--- config.mk ---
export PLATFORM = sky130hd
export DESIGN_NAME = lpm_sequencer
export DESIGN_NICKNAME = d
export VERILOG_FILES = /design/src/rtl/lpm_pkg.sv /design/src/rtl/lpm_wake_qual.sv /design/src/rtl/lpm_settle_timer.sv /design/src/rtl/lpm_irq_fwd.sv /design/src/rtl/lpm_sequencer.sv
export SDC_FILE = /design/constraint.sdc
export NUM_CORES = 1
export LEC_CHECK = 0
export ABC_AREA = 1
export CORE_ASPECT_RATIO = 0.75
export CORE_UTILIZATION = 45
export CTS_BUF_LIST = sky130_fd_sc_hd__clkbuf_8
export CTS_CLUSTER_DIAMETER = 100
export CTS_CLUSTER_SIZE = 30
export DETAILED_ROUTE_END_ITERATION = 12
export HOLD_SLACK_MARGIN = 0.08
export PLACE_DENSITY = 0.78
export SKIP_LAST_GASP = 1
export SLEW_MARGIN = 20
export SYNTH_ARGS = -nofsm -noshare
export SYNTH_HDL_FRONTEND = slang
export SYNTH_SLANG_ARGS = --single-unit
--- constraint.sdc ---
create_clock -name clk -period 1.8 [get_ports clk]
set_input_delay 0.27 -clock clk [delete_from_list [all_inputs] [get_ports clk]]
set_output_delay 0.27 -clock clk [all_outputs]
set_load 0.01 [all_outputs]
--- src/rtl/lpm_pkg.sv ---
`timescale 1ns/1ps
package lpm_pkg;

   typedef enum logic [2:0] {
      S_RUN      = 3'd0,
      S_IDLE_L   = 3'd1,
      S_IDLE_M   = 3'd2,
      S_HALT     = 3'd3,
      S_WAKE_OSC = 3'd4,
      S_WAKE_PLL = 3'd5
   } lpm_state_e;

   typedef enum logic [1:0] {
      LVL_LIGHT = 2'd0,
      LVL_MID   = 2'd1,
      LVL_HALT  = 2'd2
   } lpm_level_e;

   localparam logic [2:0] STAT_WAKING = 3'd4;

   typedef struct packed {
      logic cpu;
      logic sys;
      logic wd;
      logic pll;
      logic osc;
   } clk_en_t;

   function automatic lpm_level_e level_of(input logic [1:0] mode);
      if (mode[1])      return LVL_HALT;
      else if (mode[0]) return LVL_MID;
      else              return LVL_LIGHT;
   endfunction

   function automatic clk_en_t en_for(input lpm_state_e s);
      clk_en_t e;
      unique case (s)
         S_RUN:      e = '{cpu: 1'b1, sys: 1'b1, wd: 1'b1, pll: 1'b1, osc: 1'b1};
         S_IDLE_L:   e = '{cpu: 1'b0, sys: 1'b1, wd: 1'b1, pll: 1'b1, osc: 1'b1};
         S_IDLE_M:   e = '{cpu: 1'b0, sys: 1'b0, wd: 1'b1, pll: 1'b1, osc: 1'b1};
         S_HALT:     e = '{cpu: 1'b0, sys: 1'b0, wd: 1'b0, pll: 1'b0, osc: 1'b0};
         S_WAKE_OSC: e = '{cpu: 1'b0, sys: 1'b0, wd: 1'b0, pll: 1'b0, osc: 1'b1};
         S_WAKE_PLL: e = '{cpu: 1'b0, sys: 1'b0, wd: 1'b1, pll: 1'b1, osc: 1'b1};
         default:    e = '{cpu: 1'b1, sys: 1'b1, wd: 1'b1, pll: 1'b1, osc: 1'b1};
      endcase
      return e;
   endfunction

endpackage

--- src/rtl/lpm_wake_qual.sv ---
`timescale 1ns/1ps
// Combinational qualification of wake sources for each sleep depth.
module lpm_wake_qual #(
   parameter int NPER = 4,
   parameter int NEXT = 2,
   parameter int NWK  = 1
) (
   input  logic [NPER-1:0] per_irq,
   input  logic [NPER-1:0] per_ie,
   input  logic            glb_ie,
   input  logic [NEXT-1:0] ext_pin,
   input  logic [NWK-1:0]  wkup_req,
   input  logic            rst_req,
   output logic            ext_any,
   output logic            wake_light,
   output logic            wake_mid,
   output logic            wake_halt
);
   logic per_hit;

   always_comb begin
      per_hit    = glb_ie & (|(per_irq & per_ie));
      ext_any    = |ext_pin;
      wake_light = per_hit | ext_any | rst_req;
      wake_mid   = (|wkup_req) | ext_any | rst_req;
      wake_halt  = rst_req;
   end
endmodule

--- src/rtl/lpm_settle_timer.sv ---
`timescale 1ns/1ps
// Counts consecutive oscillator-ready edges while the sequencer is waking.
module lpm_settle_timer #(
   parameter int SETTLE_CYC = 1024
) (
   input  logic clk,
   input  logic rst_n,
   input  logic active,
   input  logic ready,
   output logic done
);
   if (SETTLE_CYC < 1) begin : g_bad_settle
      $error("SETTLE_CYC must be at least 1");
   end

   if (SETTLE_CYC == 1) begin : g_direct
      assign done = active & ready;
   end else begin : g_count
      localparam int CW = $clog2(SETTLE_CYC);
      localparam logic [CW-1:0] LAST = CW'(SETTLE_CYC - 1);
      logic [CW-1:0] cnt;

      always_ff @(posedge clk or negedge rst_n) begin
         if (!rst_n)                cnt <= '0;
         else if (!active || !ready) cnt <= '0;
         else if (cnt != LAST)      cnt <= cnt + 1'b1;
      end

      assign done = active & ready & (cnt == LAST);

      // completion needs ready on the preceding edge as well
      assert_settle_consec_R9: assert property (@(posedge clk) disable iff (!rst_n)
         done |-> $past(ready));
   end
endmodule

--- src/rtl/lpm_irq_fwd.sv ---
`timescale 1ns/1ps
// Clocked path that turns each external pin into a request for the interrupt controller.
module lpm_irq_fwd #(
   parameter int NEXT = 2
) (
   input  logic            clk,
   input  logic            rst_n,
   input  logic [NEXT-1:0] ext_pin,
   output logic [NEXT-1:0] ext_irq_req
);
   for (genvar i = 0; i < NEXT; i++) begin : g_pin
      always_ff @(posedge clk or negedge rst_n) begin
         if (!rst_n) ext_irq_req[i] <= 1'b0;
         else        ext_irq_req[i] <= ext_pin[i];
      end
   end
endmodule

--- src/rtl/lpm_sequencer.sv ---
`timescale 1ns/1ps
module lpm_sequencer
   import lpm_pkg::*;
#(
   parameter int NPER       = 4,
   parameter int NEXT       = 2,
   parameter int NWK        = 1,
   parameter int SETTLE_CYC = 1024
) (
   input  logic            clk,
   input  logic            rst_n,
   input  logic [1:0]      lpm_mode,
   input  logic            idle_strobe,
   input  logic [NPER-1:0] per_irq,
   input  logic [NPER-1:0] per_ie,
   input  logic            glb_ie,
   input  logic [NEXT-1:0] ext_pin,
   input  logic [NWK-1:0]  wkup_req,
   input  logic            rst_req,
   input  logic            osc_ready,
   output logic            clk_cpu_en,
   output logic            clk_sys_en,
   output logic            clk_wd_en,
   output logic            pll_en,
   output logic            osc_en,
   output logic [NEXT-1:0] ext_irq_req,
   output logic            reset_seq_start,
   output logic [2:0]      lpm_status
);
   if (NPER < 1 || NEXT < 1 || NWK < 1) begin : g_bad_width
      $error("NPER, NEXT and NWK must each be at least 1");
   end

   lpm_state_e state, state_nx;
   lpm_level_e lvl;
   logic       ext_any, wake_light, wake_mid, wake_halt;
   logic       pending_sel, settle_done;
   clk_en_t    en;

   lpm_wake_qual #(.NPER(NPER), .NEXT(NEXT), .NWK(NWK)) u_qual (
      .per_irq    (per_irq),
      .per_ie     (per_ie),
      .glb_ie     (glb_ie),
      .ext_pin    (ext_pin),
      .wkup_req   (wkup_req),
      .rst_req    (rst_req),
      .ext_any    (ext_any),
      .wake_light (wake_light),
      .wake_mid   (wake_mid),
      .wake_halt  (wake_halt)
   );

   lpm_settle_timer #(.SETTLE_CYC(SETTLE_CYC)) u_settle (
      .clk    (clk),
      .rst_n  (rst_n),
      .active (state == S_WAKE_OSC),
      .ready  (osc_ready),
      .done   (settle_done)
   );

   lpm_irq_fwd #(.NEXT(NEXT)) u_fwd (
      .clk         (clk),
      .rst_n       (rst_n),
      .ext_pin     (ext_pin),
      .ext_irq_req (ext_irq_req)
   );

   always_comb begin
      lvl = level_of(lpm_mode);
      unique case (lvl)
         LVL_LIGHT: pending_sel = wake_light;
         LVL_MID:   pending_sel = wake_mid;
         default:   pending_sel = wake_halt;
      endcase
   end

   always_comb begin
      state_nx = state;
      unique case (state)
         S_RUN: if (idle_strobe && !pending_sel) begin
            unique case (lvl)
               LVL_LIGHT: state_nx = S_IDLE_L;
               LVL_MID:   state_nx = S_IDLE_M;
               default:   state_nx = S_HALT;
            endcase
         end
         S_IDLE_L:   if (wake_light)  state_nx = S_RUN;
         S_IDLE_M:   if (wake_mid)    state_nx = S_RUN;
         S_HALT:     if (wake_halt)   state_nx = S_WAKE_OSC;
         S_WAKE_OSC: if (settle_done) state_nx = S_WAKE_PLL;
         S_WAKE_PLL: state_nx = S_RUN;
         default:    state_nx = S_RUN;
      endcase
   end

   always_ff @(posedge clk or negedge rst_n) begin
      if (!rst_n) begin
         state           <= S_RUN;
         reset_seq_start <= 1'b0;
      end else begin
         state           <= state_nx;
         reset_seq_start <= (state == S_WAKE_PLL);
      end
   end

   // Unclocked path: an external pin in middle idle reopens the stopped domains at once.
   always_comb begin
      en = en_for(state);
      if (state == S_IDLE_M && ext_any) begin
         en.cpu = 1'b1;
         en.sys = 1'b1;
      end
   end

   assign clk_cpu_en = en.cpu;
   assign clk_sys_en = en.sys;
   assign clk_wd_en  = en.wd;
   assign pll_en     = en.pll;
   assign osc_en     = en.osc;
   assign lpm_status = (state == S_WAKE_OSC || state == S_WAKE_PLL) ? STAT_WAKING : 3'(state);

   // light idle persists without a qualified source
   assert_light_hold_R5: assert property (@(posedge clk) disable iff (!rst_n)
      (state == S_IDLE_L && !wake_light) |=> (state == S_IDLE_L));
   // middle idle persists without a qualified source
   assert_mid_hold_R6: assert property (@(posedge clk) disable iff (!rst_n)
      (state == S_IDLE_M && !wake_mid) |=> (state == S_IDLE_M));
   // only a reset request leaves halt
   assert_halt_hold_R8: assert property (@(posedge clk) disable iff (!rst_n)
      (state == S_HALT && !rst_req) |=> (state == S_HALT));
   // the PLL is back before the system clock returns
   assert_pll_first_R9: assert property (@(posedge clk) disable iff (!rst_n)
      $rose(clk_sys_en) |-> $past(pll_en));
   // the PLL returns only after a stable oscillator was sampled
   assert_pll_settled_R9: assert property (@(posedge clk) disable iff (!rst_n)
      $rose(pll_en) |-> $past(osc_ready));
   // the start signal is a single-cycle pulse
   assert_start_pulse_R10: assert property (@(posedge clk) disable iff (!rst_n)
      reset_seq_start |=> !reset_seq_start);
   // a strobe with a pending wake source keeps the block running
   assert_strobe_drop_R11: assert property (@(posedge clk) disable iff (!rst_n)
      (state == S_RUN && idle_strobe && pending_sel) |=> (state == S_RUN));
endmodule

* Yosys cells after proc, flatten, opt, wreduce, memory -nomap -nowiden
Cells that the tools add are included.
** Cells by class
- Reductions and logical operators :: 14
- Bitwise operators :: 8
- Eq/ne operators :: 13
- Add/sub/neg operators :: 1
- Mux-type cells :: 15
** Operator list (count)
- two-way mux 10 bit :: 2
- one-hot mux 5 bit (4 select lines) :: 1
- two-way mux 3 bit :: 6
- one-hot mux 3 bit (5 select lines) :: 1
- adder 10 x 1 -> 10 bit, second input constant :: 1
- equality test 10 bit, second input constant :: 1
- inequality test 10 bit, second input constant :: 1
- inequality test 2 bit, second input constant :: 5
- equality test 3 x 2 -> 1 bit, second input constant :: 2
- equality test 3 bit, second input constant :: 2
- AND reduction 5 bit :: 1
- bitwise AND 4 bit :: 1
- two-way mux 2 bit :: 2
- OR 1 bit :: 4
- one-hot mux 2 bit (2 select lines) :: 1
- OR reduction 2 bit :: 2
- OR reduction 4 bit :: 1
- bitwise AND 1 bit :: 3
- equality test 3 x 1 -> 1 bit, second input constant :: 1
- zero test 1 bit :: 3
- zero test 3 bit :: 1
- equality test 2 x 1 -> 1 bit, second input constant :: 1
- logical AND 1 bit :: 2
- zero test 2 bit :: 1
- 4 further kinds :: 5
** Word-level totals
- Bits of input ports :: 19
- Bits in registers :: 16
- Output and inout port bits :: 11
- Logic and storage cells :: 56

* Longest topological paths before layout
- Depth in word-level cells :: 10
- Mapped depth :: 10
- Mapped depth without buffers :: 10

* Modules after synthesis
Synthesis repeated with hierarchy kept, for this count alone.
** Unflattened totals
- Cell total of the unflattened synthesis :: 150
- Area total of the unflattened synthesis :: 1073.5 µm²
** Modules (own cells, without submodules)
- lpm_settle_timer :: instances 1, area each 574.3 µm², sequential area each 250.2 µm², cells an instance 76
- lpm_sequencer :: instances 1, area each 382.9 µm², sequential area each 100.1 µm², cells an instance 59
- lpm_wake_qual :: instances 1, area each 66.3 µm², sequential area each 0.0 µm², cells an instance 13
- lpm_irq_fwd :: instances 1, area each 50.0 µm², sequential area each 50.0 µm², cells an instance 2

* Worst setup path before layout
Ideal clock, no wire load.
- Kind :: reg-to-reg
- From :: reg u_settle.g_count.cnt[0]
- To :: reg state[0]
- Arrival :: 1.308 ns
- Period minus slack after synthesis :: 1.424 ns
- Stages on the path, launching flop included :: 11
- Library setup time :: 0.117 ns
- Buffers on the path :: 0
- Path slack :: 0.376 ns
- Data required time :: 1.683 ns
- Path through :: dfrtp_1 -> ha_1 -> nand3_1 -> inv_2 -> nand3b_4 -> nor2_4 -> nor2_2 -> nor2_4 -> nand2_1 -> nand2_1 -> nand2_1
** Between the ends
- Cells in the longest elaborated chain, start to end :: 4
** Ends and longest elaborated chain
- start, declared :: RTL line lpm_settle_timer.sv:21 : logic [CW-1:0] cnt;
- start signal, assigned :: RTL line lpm_settle_timer.sv:26 : else if (cnt != LAST) cnt <= cnt + 1'b1;
- equality test 10 bit :: RTL line lpm_settle_timer.sv:29 : assign done = active & ready & (cnt == LAST);
- bitwise AND 1 bit :: RTL line lpm_settle_timer.sv:29
- inequality test 2 bit (no line)
- AND reduction 5 bit (no line)
- end signal, assigned :: RTL line lpm_sequencer.sv:101 : state <= state_nx;
- end, declared :: RTL line lpm_sequencer.sv:34 : lpm_state_e state, state_nx;
Every way passes these cells.
A chain may end at the register's enable or synchronous reset.

* Worst setup path after layout
- From :: reg state[0]
- To :: out osc_en
** Between the ends
- Cells in the longest elaborated chain, start to end :: 3
- Elaborated cells on any way between the ends :: 7
- Classes of those cells :: eq/ne: 5; mux: 1; reduce/logical: 1
** Ends and longest elaborated chain
- equality test 3 bit / equality test 3 x 2 -> 1 bit (equally long branches) :: RTL line lpm_pkg.sv:37 : unique case (s)
- OR reduction 2 bit (no line)
- one-hot mux 5 bit (4 select lines) * :: RTL line lpm_pkg.sv:37
- end, declared :: RTL line lpm_sequencer.sv:25 : output logic osc_en,
Every way passes the cells marked *; elsewhere a longest branch is shown, timed or not.

==> impl_metrics.ini <==
[clock_network]
clock-sinks = 16
htree_levels = 1
cts-root-to-sink-buffers = 2
ctsRootBufferMaster = clkbuf_8
clk_transition_reported_paths_ns = 0.06
tritoncts.num_buffers = 3
worst_skew_pair.late_latency_ns = 0.24
tritoncts = done

[synthesis]
fraction_of_registers_with_async_set_or_reset_after_synthesis = 1.00
post_synth_most_frequent_cells = nand2_1 (27), dfrtp_1 (16), nor2_1 (15), nand3_1 (12), inv_1 (9)
synth_xor_xnor_area_share = 0.0184
number_of_library_cell_types_mapped_by_synthesis = 28
synth_top_family_by_area = simple AND/OR/NAND/NOR gates
synth.most_common_cell = nand2_1
synth.yosys.seq_area_share = 0.422
synth_flop_cell = dfrtp_1
synthesis.yosys.warnings = 0
synthAdderAreaFrac = 0.0132
synth.cell_area_um2 = 950
postSynthCellCount = 122
netlist.top_cell.by_area = dfrtp_1
ys_ff_latch = 16
synth_enable_flop_cells = 0
synth.area.top_cells = dfrtp_1 (42%), nand2_1 (11%), nand3_1 (6.3%)
yosys-mux-area-fraction = 0
postSynthAreaPerCell_um2 = 7.78
yosys.area_share.simple = 0.372
synthDominantCellAreaShare = 0.422
syn_nets = 142
synth_compound_area_frac = 0.104

[layout]
n_antenna_cell = 0
finish.utilization = 0.727
final_nets = 179
syn2layout_area_growth_pct = 42.0
post_route_cells_drive_above_1_share = 0.178

[pwr]
finalPower_mw = 1.41
power-per-cell-area_mw_per_mm2 = 1050
internal_power_mw = 0.886
power.static_leakage_nw = 0.668
combPwrFrac = 0.502
p_sw_frac = 0.372
power.sequential.fraction = 0.317
net-switching-power_mw = 0.525
p_clk_frac = 0.181
irDropWorstVdd_mv = 0.926

[worst_setup_path]
worst-r2r-setup-slack_ns = 0.16
setup.worst_path.start_class = flip-flop
reg2regPathDepth = 12
worst_setup_path_end_kind = output pin
critical_path_class = flip-flop to output pin
reg_to_reg_start = state[1]
worst_ep_required_time_ns = 1.53
crit_fanout = 3
critical_path.startpoint = state[0]
crit_arrival_ns = 1.50
worst_r2r_endpoint = state[0]

[sta]
worstMarginPinSlew_ns = 0.272
setup_repair_after_global_routing_missed_its_margin = yes
min_period_over_period = 0.983
fin_setup_tns_ns = 0
setup-violations-final = 0
timing.clock.skew_ns = 0.000780
post-route-min-period_ns = 1.77
timing_max_transition_violations_final = 0
maxSlewHeadroom = 0.817
maxClockFrequency_mhz = 565
finalHoldViolations = 0

[global_route]
grt_max_degree = 17
vias_in_the_first_global_route = 815
grt_pass1_wl_um = 3590
grt_usage = 0.218
globalRoute.totalOverflow = 0
grt_antenna_before_repair = 0

[placed_design]
detailedPlacementHpwl_um = 1750
portBuffers = 29
finalWeightedCongestion = 0.812

[floorplanning]
die_x_um = 55.0
die-height_um = 41.8
core_mm2 = 0.00185
die_area_mm2 = 0.00230
placementRows = 13
io-pin-count = 30
floorplan.initialDensity = 0.512

[drt]
drt-wirelength-per-cell_um = 12.4
num_vias = 900
drtIter0Drc = 14
vias_per_cell = 5.03
final_antenna_net_count = 0
drt_drc_violations_left = 0
dr.pass1.iters = 4
route.final.wire_length_um = 2210

[worst_hold_path]
hold_path.class = primary input to async pin

[run]
maxCapViolations = 0

[run_status]
status = finished, final reports clean
## worst max-delay path, cell delays in order, from the launching register on
cell and delay, ns:
dfrtp_1 0.41, buf_4 0.15, nand3_1 0.13, clkdlybuf4s50_1 0.56
## cell families after synthesis
family                   Yosys count
XOR/XNOR                           2
flip-flops                        16
AO/OA/AOI/OAI                     17
AND/OR/NAND/NOR                   69
adder cells (fa/ha/maj)            1
buffers and inverters             17
## metrics by stage
step / hold slack (ns) / worst slack [ns] / instances / cell area [um^2]
finish: 0.339 / 0.0302 / 179 / 1350
global route: 0.363 / -0.0169 / 179 / 1350
CTS: 0.339 / -0.0448 / 177 / 1320
detailed placement: 0.503 / -0.138 / 174 / 1280
global placement: 0.486 / -0.115 / 174 / 1280
floorplan: -0.0256 / 0.376 / 122 / 950
## layer usage
layer  track usage  vias up  share of wire
met5             0        -              0
met4        0.0450        0         0.0036
met3        0.0769        2          0.033
met2         0.306       17           0.47
met1         0.319      409           0.50
li1              -      472              -
## layout make-up
class	instances	area [um^2]
Sequential cell	16	402
Clock buffer	3	41.3
Fill cell	162	505
Multi-Input combinational cell	89	489
Inverter	14	52.6
Tap cell	22	27.5
Timing Repair Buffer	35	337
## worst max-delay path by stage
stage	endpoint	cells after the start	slack [ns]
5_1_grt	clk_sys_en	6	-0.02
6_report	osc_en	3	0.03
2_1_floorplan	state[0]	10	0.38
3_3_place_gp	clk_sys_en	5	-0.11
4_1_cts	clk_sys_en	6	-0.04
3_5_place_dp	clk_sys_en	5	-0.14
## cell usage in the layout, fill, tap and decap left out
cell type,n
nand3b_1,1
o21ai_1,3
clkbuf_8,3
ha_1,1
clkdlybuf4s50_1,24
o211a_1,1
or2_1,1
nor3_2,1
nor3_1,3
nor2_4,4
buf_4,6
o22ai_1,1
nand2_4,1
inv_1,8
nand2_1,25
xnor2_1,1
nor3b_1,1
dfrtp_1,15
o21a_1,1
dfrtp_2,1
clkdlybuf4s15_1,3
nand3_1,12
xor2_1,1
o21ai_0,5
nand3b_4,1
a31oi_1,4
dlymetal6s2s_1,1
inv_2,6
nor2_1,14
a21oi_1,2
nor2_2,2
nand2_2,3
dlygate4sd2_1,1
## power groups by stage
| stage | clock network [mW] | logic [mW] | registers, mW |
|---|---|---|---|
| floorplan | 0 | 0.404 | 0.440 |
| global placement | 0 | 0.689 | 0.445 |
| detailed placement | 0 | 0.698 | 0.447 |
| CTS | 0.266 | 0.654 | 0.441 |
| global route | 0.282 | 0.780 | 0.452 |
| finish | 0.256 | 0.708 | 0.447 |
## timing repair
| item | in CTS | in global routing |
|---|---|---|
| resized for setup | 4 | 10 |
| endpoints found under the setup margin | 4 | 5 |
| hold buffers | 0 | 0 |
| pin swaps | 0 | 1 |
| buffers inserted | 0 | 2 |
## state kept, by name, indices dropped and copies added, names as in the netlist
signal and cells:
reset_seq_start 1, u_settle.g_count.cnt 10, state 3, u_fwd.ext_irq_req 2
Power figures use the tool's default switching activity.
